`config.mk`:
```
export PLATFORM = sky130hd
export DESIGN_NAME = walk_bus_selftest
export DESIGN_NICKNAME = d
export VERILOG_FILES = /design/src/rtl/walk_test_pkg.sv /design/src/rtl/walk_lsb_enc.sv /design/src/rtl/walk_seq.sv /design/src/rtl/walk_blink.sv /design/src/rtl/walk_bus_selftest.sv
export SDC_FILE = /design/constraint.sdc
export NUM_CORES = 1
export LEC_CHECK = 0
export BUFFER_PORTS_ARGS = -buffer_cell sky130_fd_sc_hd__buf_2
export CAP_MARGIN = 25
export CORE_MARGIN = 3
export CORE_UTILIZATION = 40
export DETAILED_ROUTE_END_ITERATION = 6
export PLACE_DENSITY = 0.62
export SYNTH_ARGS = -nofsm -noshare
export SYNTH_HDL_FRONTEND = slang
export SYNTH_HIERARCHICAL = 1
export SYNTH_SLANG_ARGS = --single-unit
export TNS_END_PERCENT = 100
```
`constraint.sdc`:
```
create_clock -name clk -period 3.7 [get_ports clk]
set_clock_uncertainty 0.2 [all_clocks]
set_input_delay 0.74 -clock clk [delete_from_list [all_inputs] [get_ports clk]]
set_output_delay 0.74 -clock clk [all_outputs]
set_load 0.05 [all_outputs]
```
`src/rtl/walk_test_pkg.sv`:
```
// Shared types for the walking-bit bus self-test.
// Assumes: nothing beyond standard SystemVerilog enums.
package walk_test_pkg;

    // Sequencer states of the pattern engine
    typedef enum logic [2:0] {
        SQ_IDLE,
        SQ_SETTLE,
        SQ_CMP,
        SQ_PASS,
        SQ_FAIL
    } seq_state_e;

    // Phases of the blink-code generator
    typedef enum logic [1:0] {
        BL_IDLE,
        BL_ON,
        BL_OFF,
        BL_GAP
    } blink_state_e;

    // Fixed value of the leading digit of the fault code
    localparam int unsigned LEAD_DIGIT = 4;

endpackage

```
`src/rtl/walk_lsb_enc.sv`:
```
// Lowest-set-bit finder.
// Returns the index of the least significant 1 in vec, plus a hit flag.
// Assumes: idx is meaningless when hit is low (it reads zero then).
module walk_lsb_enc #(
    parameter int unsigned W     = 32,
    parameter int unsigned IDX_W = $clog2(W)
) (
    input  logic [W-1:0]     vec,
    output logic [IDX_W-1:0] idx,
    output logic             hit
);

    // Priority scan from the top so the lowest set bit wins last
    always_comb begin
        idx = '0;
        hit = |vec;
        for (int i = W - 1; i >= 0; i--) begin
            if (vec[i]) idx = IDX_W'(i);
        end
    end

endmodule

```
`src/rtl/walk_seq.sv`:
```
// Pattern sequencer: runs the walking-one sweep and then the walking-zero sweep.
// Each step registers the word, waits one settle cycle, and compares in the next.
// Stops at the first mismatch and latches the lowest failing line.
// Assumes: rdbk is valid one cycle after pat changes (loopback delay < 1 cycle).
module walk_seq
    import walk_test_pkg::*;
#(
    parameter int unsigned DATA_W = 32,
    parameter int unsigned IDX_W  = $clog2(DATA_W)
) (
    input  logic              clk,
    input  logic              rst_n,
    input  logic              start,
    input  logic [DATA_W-1:0] rdbk,
    output logic [DATA_W-1:0] pat,
    output logic              busy,
    output logic              pass,
    output logic              fail,
    output logic [IDX_W-1:0]  bad_line
);

    localparam logic [IDX_W-1:0] LAST_POS = IDX_W'(DATA_W - 1);

    seq_state_e        state;
    logic              zero_ph;
    logic [IDX_W-1:0]  pos;
    logic [DATA_W-1:0] diff;
    logic [IDX_W-1:0]  diff_idx;
    logic              diff_hit;

    // Walking word for a sweep phase and bit position
    function automatic logic [DATA_W-1:0] walk_word(input logic zp,
                                                    input logic [IDX_W-1:0] p);
        logic [DATA_W-1:0] one;
        one = DATA_W'(1) << p;
        return zp ? ~one : one;
    endfunction

    // Mismatch vector between driven and returned word
    assign diff = pat ^ rdbk;

    walk_lsb_enc #(.W(DATA_W), .IDX_W(IDX_W)) u_lsb (
        .vec (diff),
        .idx (diff_idx),
        .hit (diff_hit)
    );

    // Step sequencing, comparison and result latching
    always_ff @(posedge clk) begin
        if (!rst_n) begin
            state    <= SQ_IDLE;
            zero_ph  <= 1'b0;
            pos      <= '0;
            pat      <= '0;
            bad_line <= '0;
        end else begin
            unique case (state)
                SQ_IDLE, SQ_PASS: begin
                    if (start) begin
                        zero_ph <= 1'b0;
                        pos     <= '0;
                        pat     <= walk_word(1'b0, '0);
                        state   <= SQ_SETTLE;
                    end
                end
                SQ_SETTLE: state <= SQ_CMP;
                SQ_CMP: begin
                    if (diff_hit) begin
                        bad_line <= diff_idx;
                        pat      <= '0;
                        state    <= SQ_FAIL;
                    end else if (zero_ph && pos == LAST_POS) begin
                        pat   <= '0;
                        state <= SQ_PASS;
                    end else if (pos == LAST_POS) begin
                        zero_ph <= 1'b1;
                        pos     <= '0;
                        pat     <= walk_word(1'b1, '0);
                        state   <= SQ_SETTLE;
                    end else begin
                        pos   <= pos + 1'b1;
                        pat   <= walk_word(zero_ph, pos + 1'b1);
                        state <= SQ_SETTLE;
                    end
                end
                SQ_FAIL: state <= SQ_FAIL;
                default: state <= SQ_IDLE;
            endcase
        end
    end

    // Status decode from the state register
    assign busy = (state == SQ_SETTLE) || (state == SQ_CMP);
    assign pass = (state == SQ_PASS);
    assign fail = (state == SQ_FAIL);

    // a failure persists and its index never moves
    p_fail_sticky_r6: assert property (@(posedge clk) disable iff (!rst_n)
        fail |=> fail && $stable(bad_line));

    // pass and fail are exclusive
    p_flag_excl_r10: assert property (@(posedge clk) disable iff (!rst_n)
        !(pass && fail));

    // walking-one words carry exactly one high line
    p_one_shape_r2: assert property (@(posedge clk) disable iff (!rst_n)
        (busy && !zero_ph) |-> $countones(pat) == 1);

    // walking-zero words carry exactly one low line
    p_zero_shape_r2: assert property (@(posedge clk) disable iff (!rst_n)
        (busy && zero_ph) |-> $countones(~pat) == 1);

    // the word is held from settle into compare
    p_settle_hold_r4: assert property (@(posedge clk) disable iff (!rst_n)
        (state == SQ_SETTLE) |=> $stable(pat) && state == SQ_CMP);

    // entering failure clears the bus
    p_fail_clear_r5: assert property (@(posedge clk) disable iff (!rst_n)
        $rose(fail) |-> pat == '0);

endmodule

```
`src/rtl/walk_blink.sv`:
```
// Blink-code generator: while enabled, pulses the LED as four digits
// (LEAD_DIGIT, 1, 1, last_digit) and repeats them, with a short pause between
// digits and a long pause between codes.
// Assumes: all timing parameters >= 1, last_digit >= 1 and stable while enabled.
module walk_blink
    import walk_test_pkg::*;
#(
    parameter int unsigned BLINK_ON  = 4,
    parameter int unsigned BLINK_OFF = 4,
    parameter int unsigned GAP_DIGIT = 12,
    parameter int unsigned GAP_CODE  = 30,
    parameter int unsigned DIG_W     = 6
) (
    input  logic             clk,
    input  logic             rst_n,
    input  logic             en,
    input  logic [DIG_W-1:0] last_digit,
    output logic             led
);

    localparam int unsigned MAX_AB = (BLINK_ON > BLINK_OFF) ? BLINK_ON : BLINK_OFF;
    localparam int unsigned MAX_CD = (GAP_DIGIT > GAP_CODE) ? GAP_DIGIT : GAP_CODE;
    localparam int unsigned MAX_T  = (MAX_AB > MAX_CD) ? MAX_AB : MAX_CD;
    localparam int unsigned CNT_W  = $clog2(MAX_T + 1);

    blink_state_e     bstate;
    logic [CNT_W-1:0] cnt;
    logic [DIG_W-1:0] pulse;
    logic [1:0]       dpos;
    logic [DIG_W-1:0] cur_digit;

    // Value of the digit currently shown
    always_comb begin
        unique case (dpos)
            2'd0:    cur_digit = DIG_W'(LEAD_DIGIT);
            2'd3:    cur_digit = last_digit;
            default: cur_digit = DIG_W'(1);
        endcase
    end

    // Pulse, digit and code timing
    always_ff @(posedge clk) begin
        if (!rst_n || !en) begin
            bstate <= BL_IDLE;
            cnt    <= '0;
            pulse  <= '0;
            dpos   <= '0;
        end else begin
            unique case (bstate)
                BL_IDLE: begin
                    bstate <= BL_ON;
                    cnt    <= CNT_W'(BLINK_ON - 1);
                    pulse  <= DIG_W'(1);
                    dpos   <= '0;
                end
                BL_ON: begin
                    if (cnt == '0) begin
                        bstate <= BL_OFF;
                        cnt    <= CNT_W'(BLINK_OFF - 1);
                    end else begin
                        cnt <= cnt - 1'b1;
                    end
                end
                BL_OFF: begin
                    if (cnt != '0) begin
                        cnt <= cnt - 1'b1;
                    end else if (pulse < cur_digit) begin
                        pulse  <= pulse + 1'b1;
                        bstate <= BL_ON;
                        cnt    <= CNT_W'(BLINK_ON - 1);
                    end else begin
                        bstate <= BL_GAP;
                        cnt    <= (dpos == 2'd3) ? CNT_W'(GAP_CODE - 1)
                                                 : CNT_W'(GAP_DIGIT - 1);
                    end
                end
                BL_GAP: begin
                    if (cnt == '0) begin
                        dpos   <= dpos + 1'b1;
                        pulse  <= DIG_W'(1);
                        bstate <= BL_ON;
                        cnt    <= CNT_W'(BLINK_ON - 1);
                    end else begin
                        cnt <= cnt - 1'b1;
                    end
                end
                default: bstate <= BL_IDLE;
            endcase
        end
    end

    // LED is lit only inside a pulse
    assign led = (bstate == BL_ON);

    // the pulse count never exceeds the digit being shown
    p_pulse_bound_r7: assert property (@(posedge clk) disable iff (!rst_n)
        (bstate != BL_IDLE) |-> (pulse >= DIG_W'(1) && pulse <= cur_digit));

    // a disabled generator leaves the LED dark
    p_dark_when_off_r1: assert property (@(posedge clk) disable iff (!rst_n)
        !en |=> !led);

    // leaving a pause always starts a fresh first pulse
    p_gap_exit_r8: assert property (@(posedge clk) disable iff (!rst_n)
        (en && bstate == BL_GAP && cnt == '0) |=> (!en || (led && pulse == DIG_W'(1))));

endmodule

```
`src/rtl/walk_bus_selftest.sv`:
```
// Top of the data bus self-test. Joins the pattern sequencer and the
// blink-code generator and selects what the single status LED shows.
// Assumes: the device behind pat_o/rdbk_i answers within one clock cycle.
module walk_bus_selftest #(
    parameter  int unsigned DATA_W    = 32,
    parameter  int unsigned BLINK_ON  = 4,
    parameter  int unsigned BLINK_OFF = 4,
    parameter  int unsigned GAP_DIGIT = 12,
    parameter  int unsigned GAP_CODE  = 30,
    localparam int unsigned IDX_W     = $clog2(DATA_W),
    localparam int unsigned DIG_W     = $clog2(DATA_W + 1)
) (
    input  logic              clk,
    input  logic              rst_n,
    input  logic              start_i,
    output logic [DATA_W-1:0] pat_o,
    input  logic [DATA_W-1:0] rdbk_i,
    output logic              led_o,
    output logic              done_o,
    output logic              pass_o,
    output logic              fail_o,
    output logic [IDX_W-1:0]  bad_line_o
);

    logic             busy;
    logic             blink_led;
    logic [DIG_W-1:0] code_digit;

    walk_seq #(.DATA_W(DATA_W), .IDX_W(IDX_W)) u_seq (
        .clk      (clk),
        .rst_n    (rst_n),
        .start    (start_i),
        .rdbk     (rdbk_i),
        .pat      (pat_o),
        .busy     (busy),
        .pass     (pass_o),
        .fail     (fail_o),
        .bad_line (bad_line_o)
    );

    // Last digit of the code is the line number plus one
    assign code_digit = DIG_W'(bad_line_o) + DIG_W'(1);

    walk_blink #(
        .BLINK_ON  (BLINK_ON),
        .BLINK_OFF (BLINK_OFF),
        .GAP_DIGIT (GAP_DIGIT),
        .GAP_CODE  (GAP_CODE),
        .DIG_W     (DIG_W)
    ) u_blink (
        .clk        (clk),
        .rst_n      (rst_n),
        .en         (fail_o),
        .last_digit (code_digit),
        .led        (blink_led)
    );

    // LED source: blink code on fault, steady while alive, dark when idle
    assign led_o  = fail_o ? blink_led : (busy || pass_o);
    assign done_o = pass_o || fail_o;

endmodule

```
==> results of run 1 <==
[layer usage]
layer,part of all wire [%],routed length [um],global-route usage [%]
met4,0.96,113,5.076
met1,47,5591,28.27
met5,0,0,0
met2,47,5560,32.35
met3,4.6,539,3.993
[path summary, 6_finish.rpt]
check | start | end | slack [ns] | cells after the start
hold reg to reg | u_blink/pulse[5]$_SDFFE_PP0P_ | u_blink/pulse[5]$_SDFFE_PP0P_ | 0.28 | 1
setup reg to reg | u_seq/pos[0]$_SDFFE_PN0P_ | u_seq/pat[5]$_SDFFE_PN0P_ | 0.60 | 8
setup / recovery | u_seq/pos[0]$_SDFFE_PN0P_ | u_seq/pat[5]$_SDFFE_PN0P_ | 0.60 | 8
hold / removal | u_blink/pulse[5]$_SDFFE_PP0P_ | u_blink/pulse[5]$_SDFFE_PP0P_ | 0.28 | 1
[cell type report]
class	count	area share (%)
clock buffer	12	2.958
clock inverter	4	0.9691
inverter	21	1.607
multi-input combinational	402	57.54
sequential	61	24.89
tap	136	3.468
timing repair buffer	81	8.569
[flip-flops by register name, indices dropped and copies added (netlist names)]
signal,count
u_blink/dpos,2
u_seq/bad_line,5
u_seq/pos,5
u_seq/pat,32
u_seq/state,3
u_seq/zero_ph,1
u_blink/cnt,5
u_blink/pulse,6
u_blink/bstate,2
[critical path: cells and delay by family (launching register included)]
family,cells,cell delay (ns)
buf+inv,1,0.40
compound gates,2,0.41
flops,1,0.38
simple gates,3,0.62
fa+ha+maj,2,0.98
[cells by family (layout without fill, tap and decap cells)]
group | Yosys count | after routing | synth area share [%]
simple gates | 176 | 176 | 22.67
buf+inv | 52 | 118 | 6.163
fa+ha+maj | 21 | 21 | 6.105
xor+xnor | 43 | 43 | 8.750
compound gates | 157 | 157 | 26.77
mux | 5 | 5 | 1.163
flops | 61 | 61 | 28.37
[placed cells by master (no fill, tap or decap), drive strengths merged, types with 9 or more instances in the layout]
cell	Yosys	layout
buf	18	81
dfxtp	61	61
xor2	38	38
nand2	38	38
nor2	33	33
o21ai	28	28
a21oi	24	24
inv	21	21
ha	21	21
nand3	20	20
a21boi	19	19
a221oi	16	16
a31oi	13	13
nor3	13	13
clkbuf	13	12
and2	11	11
nand4	10	10
and3	10	10
a221o	9	9
[per-stage QoR]
step	power [uW]	std cells	utilization [%]
after global routing	1499	717	47.10
after floorplan	801.6	515	-
after global placement	846.3	701	45.25
after CTS	1438	717	47.10
final	1423	717	47.10
after detailed placement	848.0	701	45.25
[power by group through the flow]
| stage | Combinational [uW] | Sequential, uW | Clock, uW |
|---|---|---|---|
| floorplan | 114 | 687 | 0 |
| global placement | 160 | 686 | 0 |
| detailed placement | 162 | 686 | 0 |
| CTS | 162 | 671 | 604 |
| global route | 179 | 672 | 648 |
| finish | 163 | 671 | 589 |
==> out/summary.txt, run 1 <==
=================================================================================
Status                                                               finished clean
Most numerous cell on the critical path                                      ha_1
Post-cts hold buffer count                                                      0
Number of DRC violations after detailed routing                                 0
Initial cell density of the core                                           41.32%
Vias post-DR                                                                 4074
Root Buffer                                                              clkbuf_8
Critical path, cell by cell                                          ha_1, and3_1, ha_1, inv_1, nand2_1, nor2_1, a221oi_1, a21boi_1
First-pass iteration count of the detailed router                               5
Row count                                                                      37
CTS H-Tree Depth                                                                3
WP data arrival                                                           3.13 ns
Area Overhead vs Synth                                                     13.98%
Clock slew seen by the registers of the worst setup and hold paths        0.07 ns
Register area                                                        0.001221 mm2
Internal power of the cells                                               1050 uW
Worst Path Required                                                       3.72 ns
Number of antenna violations at the first check in global routing               0
Place WS                                                                0.3027 ns
Hold slack final                                                        0.2840 ns
Top cells by area in the synthesized netlist                         dfxtp_1 (28%), xor2_1 (7.7%), ha_1 (6.1%)
Total area of multi-input combinational cells                        0.002823 mm2
Final RePlAce weighted congestion                                          0.8801
Sequential cell fraction of total power                                     47.2%
Area inside the core boundary                                         0.01042 mm2
Skew-Pair Late Insertion Delay                                            0.34 ns
Number of register bits inferred by synthesis                                  61
Number of nets produced by synthesis                                          571
Final Hold Viols                                                                0
Sequential-to-total area share from yosys stat                             28.37%
Final cell area excluding filler cells                               0.004906 mm2
Critical path endpoint category                                         flip-flop
TritonCTS clock tree                                                         done
Maximum operating frequency                                             322.5 MHz
Avg Inst Size Synth                                                     8.358 um2
Worst Path Max Fanout                                                          17
Sum of routed wire length over all layers                                11.81 mm
Worst-case setup margin in the final layout                             0.5989 ns
Most frequently used flop master after synthesis                          dfxtp_1
Inserted Clock Buffers                                                          9
Most frequently used cell type in the post-synthesis netlist              dfxtp_1
Top-level I/O count                                                            76
Largest net degree at the start of global routing                              38
Setup repair bufs after CTS                                                     0
List of most frequent post-synthesis cells                           dfxtp_1 (61), xor2_1 (38), nand2_1 (35)
Final setup vio count                                                           0
Overall overflow remaining after global route                                   0
Remaining antenna violation count after routing                                 0
Die extent in x                                                          109.7 um
Wire length of the first global-routing pass                             19.22 mm
NetSw                                                                    373.5 uW
EDFF count, synth                                                               0
Quantity of gates resized following cts                                         0
Number of filler cells placed in the layout                                  1011
Worst relative slew slack                                                  53.17%
Fraction of power consumed by the clock network                             41.4%
Instance count of the mapped netlist                                          515
Total of warnings raised by yosys                                               6
Share of the synthesized area in the top cell type                         28.37%
Max-capacitance violation count                                                 0
Async set or reset register ratio after synthesis                              0%
Layout Nets                                                                   632
Hold WC Path Type                                                    flip-flop to flip-flop
Total power density per cell area                                    290.1 mW/mm2
Final period demand of the worst path                                    3.101 ns
DP Wirelength                                                            9.091 mm
Stage delay of the slowest cell on the critical path                      0.62 ns
Peak VDD IR                                                             0.1506 mV
Initial drt markers                                                           300
# port buffers                                                                 75
Ratio of cells with drive above 1 in the final layout                      21.69%
Overall die area                                                      0.01204 mm2
CP max-delay cell                                                            ha_1
Clock Path Buffers                                                              2
Kind of start point of the critical path                                flip-flop
Max-slew violation count                                                        0
Slew at the pin closest to its max-slew limit                           0.7024 ns
Via count of the first global-routing pass                                   3747
Placed cell area                                                     0.004713 mm2
Leak                                                                  0.002128 uW
Overall track demand over capacity in global routing                       20.36%
Post-Syn Area                                                        0.004304 mm2
Via/cell ratio                                                              5.682
Dominant cell type by area after synthesis                                dfxtp_1
Period utilization                                                         83.81%
Number of sinks on the clock net                                               61
Height of the die                                                        109.7 um
Total Negative Setup Slacks                                                  0 ns
RSZ-0062 raised after global routing                                        false
Combinational group share of total power                                    11.4%
N_diodes                                                                        0
Switching part of the total                                                26.24%
Routed wirelength normalized by instance count                           16.46 um
Library cells used by synthesis                                                74
Kind of critical path                                                flip-flop to flip-flop
=================================================================================
No activity file was read; power rests on OpenSTA's default activity.
==> run 2, diff against run 1 <==
==> constraint.sdc (replaced) <==
create_clock -name clk -period 3.24 [get_ports clk]
set_clock_uncertainty 0.2 [all_clocks]
set_input_delay 0.648 -clock clk [delete_from_list [all_inputs] [get_ports clk]]
set_output_delay 0.648 -clock clk [all_outputs]
set_load 0.05 [all_outputs]
==> run 2 against run 1 <==
Die area is the same. Hold slack gained 0.0099 ns. Cell count rose by 2.9%. Largest cell class unchanged. Critical path type unchanged. Highest routed layer unchanged. Maximum frequency rose by 4.7%.
==> out/summary.txt, run 2 (synthesis results as in run 1) <==
=================================================================================
Status                                                               finished clean
Critical path endpoint category                                         flip-flop
Total power density per cell area                                    314.4 mW/mm2   +8.4%
Final cell area excluding filler cells                               0.005062 mm2   +3.2%
Clock slew seen by the registers of the worst setup and hold paths        0.08 ns   about the same
WP data arrival                                                           3.02 ns   -0.11 ns
Leak                                                                  0.002215 uW   +4.1%
Hold WC Path Type                                                    flip-flop to flip-flop
Worst-case setup margin in the final layout                             0.2769 ns   -0.3220 ns
Initial drt markers                                                           245   -18%
Number of sinks on the clock net                                               61   unchanged
Final setup vio count                                                           0   unchanged
Final period demand of the worst path                                    2.963 ns   -0.1380 ns
Place WS                                                              -0.09092 ns   -0.3936 ns
N_diodes                                                                        0   unchanged
Top-level I/O count                                                            76   unchanged
Leading cell types in the layout, fill and taps excluded             buf_2 (75), dfxtp_1 (61), xor2_1 (38), nand2_1 (35), nor2_1 (32)
Worst Path Max Fanout                                                           9   -8
Overall track demand over capacity in global routing                       20.26%   -0.096 points
Maximum operating frequency                                             337.5 MHz   +4.7%
Number of DRC violations after detailed routing                                 0   unchanged
Via/cell ratio                                                              5.588   -1.7%
Clock Path Buffers                                                              2   unchanged
Ratio of cells with drive above 1 in the final layout                      24.92%   +3.2 points
Final Hold Viols                                                                0   unchanged
Max reg flops                                                                  32   unchanged
Final RePlAce weighted congestion                                          0.8646   -1.8%
Max-capacitance violation count                                                 0   unchanged
Routed wirelength normalized by instance count                           16.27 um   -1.2%
Area inside the core boundary                                         0.01042 mm2   unchanged
Max-slew violation count                                                        0   unchanged
Commonest non-fill, non-tap cell in the layout                              buf_2
Number of placed cells counting well taps                                     722   +3.0%
Period utilization                                                         91.45%   +7.6 points
DP Wirelength                                                            9.373 mm   +3.1%
Slew at the pin closest to its max-slew limit                           0.7065 ns   +0.004049 ns
CTS H-Tree Depth                                                                3   unchanged
First-pass iteration count of the detailed router                               4   -1
Regs by FF count                                                     u_seq/pat: 32 flops, u_blink/pulse: 6 flops
Layout Nets                                                                   653   +3.3%
Inserted Clock Buffers                                                          9   unchanged
Overall die area                                                      0.01204 mm2   unchanged
Die extent in x                                                          109.7 um   unchanged
Wire length of the first global-routing pass                             19.00 mm   -1.2%
RSZ-0062 raised after global routing                                        false
Layout Cells excl Fill                                                        738   +2.9%
Kind of start point of the critical path                                flip-flop
Kind of critical path                                                flip-flop to flip-flop
Initial cell density of the core                                           41.32%   unchanged
Hold slack final                                                        0.2938 ns   +0.009876 ns
Largest net degree at the start of global routing                              37   -2.6%
Via count of the first global-routing pass                                   3778   +0.83%
Vias post-DR                                                                 4124   +1.2%
# port buffers                                                                 75   unchanged
Root Buffer                                                              clkbuf_8
Final cell utilization of the core                                         48.60%   +1.5 points
Overall overflow remaining after global route                                   0   unchanged
Row count                                                                      37   unchanged
Placed cell area                                                     0.004871 mm2   +3.3%
Sum of routed wire length over all layers                                12.01 mm   +1.7%
Peak VDD IR                                                             0.1589 mV   +5.5%
Remaining antenna violation count after routing                                 0   unchanged
Worst relative slew slack                                                  52.90%   -0.27 points
Height of the die                                                        109.7 um   unchanged
Register bank with the most flops                                       u_seq/pat
Setup repair bufs after CTS                                                     0   unchanged
Skew-Pair Late Insertion Delay                                            0.35 ns   about the same
TritonCTS clock tree                                                         done
Number of antenna violations at the first check in global routing               0   unchanged
Area Overhead vs Synth                                                     17.62%
Worst Path Required                                                       3.30 ns   -0.42 ns
=================================================================================
-- run 2: cell types whose count changed in the layout (fill, tap and decap cells not counted), sizes merged --
cell and change:
buf +21, bufinv -1, clkbuf -2, clkinv -1
clkinvlp +3, inv +1
-- run 2: what timing repair did --
item	CTS	global route
resized for setup	0	1
setup endpoints to repair	0	2
hold buffers	0	0
-- run 2: path summary, 6_finish.rpt --
| kind | depth (start not counted) | to | from | slack (ns) |
|---|---|---|---|---|
| setup reg to reg | 10 | u_blink/pulse[4]$_SDFFE_PP0P_ | u_blink/dpos[0]$_SDFFE_PP0P_ | 0.28 |
| setup / recovery | 10 | u_blink/pulse[4]$_SDFFE_PP0P_ | u_blink/dpos[0]$_SDFFE_PP0P_ | 0.28 |
| hold / removal | 1 | u_blink/pulse[5]$_SDFFE_PP0P_ | u_blink/pulse[5]$_SDFFE_PP0P_ | 0.29 |
| hold reg to reg | 1 | u_blink/pulse[5]$_SDFFE_PP0P_ | u_blink/pulse[5]$_SDFFE_PP0P_ | 0.29 |
-- run 2: cell type report --
class / count / area [um2]
fillers: 1048 / 5354
multi-input cells: 402 / 2829
flip-flops and latches: 61 / 1221
repair buffers: 102 / 578.1
well taps: 136 / 170.2
clock buffers: 10 / 137.6
inverters: 21 / 78.83
clock inverters: 6 / 47.55
-- run 2: worst max-delay path, cell delays in order, from the launching register on --
cell	delay, ns
dfxtp_1	0.36
ha_1	0.34
a21oi_1	0.10
or2_2	0.28
ha_1	0.26
o21ai_0	0.07
a31oi_1	0.07
o2111ai_2	0.27
nand3_2	0.12
or4b_4	0.54
o31ai_1	0.26
-- run 2: metrics by stage --
step,TNS [ns],total power (uW)
floorplan,0,915.4
global placement,-0.01753,977.8
detailed placement,-0.2710,980.7
CTS,0,1613
global route,0,1662
finish,0,1592
-- run 2: power breakdown --
| part | leakage, uW | switching (uW) | total (uW) | internal (uW) |
|---|---|---|---|---|
| combinational | 0.00164 | 120 | 199 | 79.0 |
| clock | 0.0000811 | 326 | 627 | 301 |
| sequential | 0.000492 | 10.8 | 766 | 755 |
-- run 2: routing by layer --
metal / GRT usage, % / up-vias / wire length (um)
met5: 0 / - / 0
met4: 6.857 / 0 / 244
met1: 27.35 / 1946 / 5673
met3: 4.463 / 22 / 584
li1: - / 2067 / -
met2: 31.91 / 89 / 5508
==> run 3, diff against run 2 <==
--- a/config.mk
+++ b/config.mk
@@ -11,8 +11,8 @@
 export CORE_UTILIZATION = 40
 export DETAILED_ROUTE_END_ITERATION = 6
 export PLACE_DENSITY = 0.62
+export SLEW_MARGIN = 20
 export SYNTH_ARGS = -nofsm -noshare
 export SYNTH_HDL_FRONTEND = slang
-export SYNTH_HIERARCHICAL = 1
 export SYNTH_SLANG_ARGS = --single-unit
 export TNS_END_PERCENT = 100
==> run 3 against run 2 <==
Synthesized area is 0.58% higher. Cell count is 2.3% lower. Total power is 3.1% higher. Via count is 0.82% lower. Clock power is 3% higher. Die area is 0.56% higher. Register-to-register slack worse by 0.07 ns. Sequential share of layout area is 0.088 points lower. Worst setup slack worse by 0.075 ns. Sequential cell count stayed put. Cell area is 0.47% higher.
==> out/summary.txt, run 3 <==
=====================================================================================================
Wire length of the first global-routing pass                                                 19.39 mm   +2.1%
Worst Path Max Fanout                                                                               7   -2
Number of register bits inferred by synthesis                                                      61   unchanged
Top cells by area in the synthesized netlist                                             dfxtp_1 (28%), xnor2_1 (8.1%), xor2_1 (8.1%)
Clock slew seen by the registers of the worst setup and hold paths                            0.07 ns   about the same
Max-slew violation count                                                                            0   unchanged
Number of DRC violations after detailed routing                                                     0   unchanged
Sequential-to-total area share from yosys stat                                                 28.21%   -0.16 points
Global route hottest layer                                                                       met2
Cell count along the critical path                                                                 10   unchanged
Maximum operating frequency                                                                 329.2 MHz   -2.5%
Number of filler cells placed in the layout                                                      1015   -3.1%
Share of the synthesized area in the top cell type                                             28.21%   -0.16 points
Critical path endpoint category                                                             flip-flop
Remaining antenna violation count after routing                                                     0   unchanged
Vias post-DR                                                                                     4090   -0.82%
Final cell utilization of the core                                                             48.83%   +0.23 points
List of most frequent post-synthesis cells                                               dfxtp_1 (61), a21oi_1 (40), xnor2_1 (40), xor2_1 (40), nor2_1 (35)
Post-Syn Area                                                                            0.004329 mm2   +0.58%
Via/cell ratio                                                                                  5.673   +1.5%
Area Overhead vs Synth                                                                         17.49%
Launch instance of the worst register-to-register path                                   u_blink.dpos[0]$_SDFFE_PP0P_
Ratio of cells with drive above 1 in the final layout                                          22.39%   -2.5 points
Layout Nets                                                                                       638   -2.3%
Capture instance of the worst register-to-register path                                  u_blink.pulse[4]$_SDFFE_PP0P_
Hold slack final                                                                            0.2671 ns   -0.02675 ns
Instance count of the mapped netlist                                                              508   -1.4%
# port buffers                                                                                     75   unchanged
Total Negative Setup Slacks                                                                      0 ns   unchanged
Max-capacitance violation count                                                                     0   unchanged
Avg Inst Size Synth                                                                         8.522 um2   +2.0%
Stage delay of the slowest cell on the critical path                                          0.39 ns   -0.15 ns
First-pass iteration count of the detailed router                                                   7   +3
N_diodes                                                                                            0   unchanged
Routed wirelength normalized by instance count                                               16.57 um   +1.8%
Skew-Pair Late Insertion Delay                                                                0.35 ns   about the same
Setup repair bufs after CTS                                                                         0   unchanged
Most frequently used cell type in the post-synthesis netlist                                  dfxtp_1
Overall track demand over capacity in global routing                                           20.42%   +0.16 points
Initial cell density of the core                                                               41.56%   +0.24 points
Number of sinks on the clock net                                                                   61   unchanged
Source of the critical timing path                                                       u_blink.dpos[0]$_SDFFE_PP0P_
RSZ-0062 raised after global routing                                                            false
Library cells used by synthesis                                                                    70   -5.4%
Buf/Inv on CP                                                                                       0   unchanged
Slew at the pin closest to its max-slew limit                                               0.6730 ns   -0.03350 ns
Synth Area in XOR/XNOR                                                                         16.18%   +7.4 points
Initial drt markers                                                                               216   -12%
Post-synthesis share of cell area spent on full adders, half adders and majority gates         6.069%   -0.035 points
Global-route track usage on met2                                                               32.19%   +0.28 points
Commonest non-fill, non-tap cell in the layout                                                  buf_2
Place WS                                                                                    0.1240 ns   +0.2149 ns
Root Buffer                                                                                  clkbuf_8
TritonCTS clock tree                                                                             done
R2r worst-path depth                                                                               10   unchanged
Height of the die                                                                            110.0 um   +0.28%
Period utilization                                                                             93.76%   +2.3 points
Crit path max-delay family                                                               compound AO/OA/AOI/OAI gates
WP data arrival                                                                               3.07 ns   +0.05 ns
Mux cell area share after synthesis                                                           0.9538%   -0.21 points
Main combinational cell family by area after synthesis                                   compound AO/OA/AOI/OAI gates
Async set or reset register ratio after synthesis                                                  0%   unchanged
Final Hold Viols                                                                                    0   unchanged
Most numerous cell on the critical path                                                          ha_1
Number of nets produced by synthesis                                                              564   -1.2%
Number of antenna violations at the first check in global routing                                   0   unchanged
Overall overflow remaining after global route                                                       0   unchanged
Met3 capacity usage during global routing                                                      3.727%   -0.74 points
Hold WC Path Type                                                                        flip-flop to flip-flop
Regs by FF count                                                                         u_seq.pat: 32 flops, u_blink.pulse: 6 flops
Max reg flops                                                                                      32   unchanged
Kind of critical path                                                                    flip-flop to flip-flop
Kind of start point of the critical path                                                    flip-flop
CTS H-Tree Depth                                                                                    3   unchanged
Global Route met1 Usage                                                                        28.54%   +1.2 points
Total of warnings raised by yosys                                                                   0   -6
Most frequently used flop master after synthesis                                              dfxtp_1
Register area                                                                            0.001222 mm2   +0.10%
Die extent in x                                                                              110.0 um   +0.28%
CP max-delay cell                                                                             a221o_1
Top-level I/O count                                                                                76   unchanged
Slack of the worst reg-to-reg path                                                            0.20 ns   -0.07 ns
Final setup vio count                                                                               0   unchanged
Final RePlAce weighted congestion                                                              0.9155   +5.9%
Final period demand of the worst path                                                        3.038 ns   +0.07461 ns
Register bank with the most flops                                                           u_seq.pat
EDFF count, synth                                                                                   0   unchanged
Peak VDD IR                                                                                 0.1400 mV   -12%
Dominant cell type by area after synthesis                                                    dfxtp_1
Clock Path Buffers                                                                                  2   unchanged
Inserted Clock Buffers                                                                              9   unchanged
Area inside the core boundary                                                             0.01042 mm2   unchanged
Simple-gate portion of the synthesized area                                                    21.47%   -1.2 points
Critical path, cell by cell                                                              ha_1, nor2b_2, nand2_1, ha_1, a21o_1, a221o_1, o21a_1, o41ai_2, xnor2_1, nor2_1
Total area of multi-input combinational cells                                            0.002960 mm2   +4.6%
Leak                                                                                      0.002106 uW   -4.9%
Last element of the critical path                                                        u_blink.pulse[4]$_SDFFE_PP0P_
Worst relative slew slack                                                                      55.04%   +2.1 points
Overall die area                                                                          0.01211 mm2   +0.56%
Sum of routed wire length over all layers                                                    11.95 mm   -0.51%
Worst-case setup margin in the final layout                                                 0.2023 ns   -0.07461 ns
Post-synthesis compound-gate area fraction                                                     23.18%   -3.6 points
Largest net degree at the start of global routing                                                  32   -14%
Row count                                                                                          37   unchanged
Via count of the first global-routing pass                                                       3788   +0.26%
Leading cell types in the layout, fill and taps excluded                                 buf_2 (75), dfxtp_1 (60), xnor2_1 (40), xor2_1 (40), a21oi_1 (40)
Worst Path Required                                                                           3.28 ns   -0.02 ns
DP Wirelength                                                                                9.211 mm   -1.7%
Status                                                                                   finished clean
Total power density per cell area                                                        322.5 mW/mm2   +2.6%
=====================================================================================================
run 3: changes by cell type in the layout (fill, tap and decap cells not counted), moves of 9 or more:
cell / before / now
xnor2_1: 5 / 40
a22o_1: 1 / 24
o21ai_0: 26 / 7
a21boi_1: 17 / 0
a21oi_1: 23 / 40
buf_4: 27 / 13
a221oi_1: 16 / 3
nand2_1: 35 / 26
run 3: cell type report:
| type | count | share of cell area (%) |
|---|---|---|
| Multi-Input combinational cell | 406 | 58.20 |
| Clock inverter | 1 | 0.09840 |
| Tap cell | 136 | 3.346 |
| Clock buffer | 13 | 3.518 |
| Inverter | 15 | 1.107 |
| Timing Repair Buffer | 89 | 9.692 |
| Sequential cell | 61 | 24.03 |
run 3: per-stage QoR:
step                      area [um2]  std cells  total power [uW]
after floorplan                 4329        508             935.4
after global placement          4880        707              1009
after detailed placement        4880        707              1012
after CTS                       5064        721              1659
after global routing            5086        721              1710
final                           5086        721              1640
run 3: how the worst min path moves through the flow:
stage	start	endpoint	cells after the start
global placement	u_seq.pos[4]$_SDFFE_PN0P_	u_seq.pos[4]$_SDFFE_PN0P_	2
CTS	u_seq.pos[4]$_SDFFE_PN0P_	u_seq.pos[4]$_SDFFE_PN0P_	2
floorplan	u_seq.pos[4]$_SDFFE_PN0P_	u_seq.pos[4]$_SDFFE_PN0P_	2
finish	u_seq.pos[4]$_SDFFE_PN0P_	u_seq.pos[4]$_SDFFE_PN0P_	2
global route	u_seq.pos[4]$_SDFFE_PN0P_	u_seq.pos[4]$_SDFFE_PN0P_	2
detailed placement	u_seq.pos[4]$_SDFFE_PN0P_	u_seq.pos[4]$_SDFFE_PN0P_	2
run 3: timing repair:
item | 4_1_cts | 5_1_grt
resized for setup | 0 | 4
setup endpoints to repair | 0 | 5
hold buffers | 0 | 0
run 3: power breakdown:
group          switching [uW]  internal, uW
clock                     292           352
combinational             147          78.2
sequential               12.7           759
run 3: worst min-delay path: stages, from the launching register on:
cell and delay (ns):
dfxtp_1 0.31, nand2_1 0.05, mux2i_1 0.05
run 3: cells by family after synthesis:
family / after synthesis
multiplexers: 4
flip-flops: 61
AO/OA/AOI/OAI: 139
adder cells (fa/ha/maj): 21
XOR/XNOR: 80
buffers and inverters: 41
AND/OR/NAND/NOR: 162
run 3: layer usage:
layer  routed length (um)  up-vias
met2                 5503      113
met3                  673       11
met1                 5642     1955
met5                    0        -
met4                  130        0
li1                     -     2011
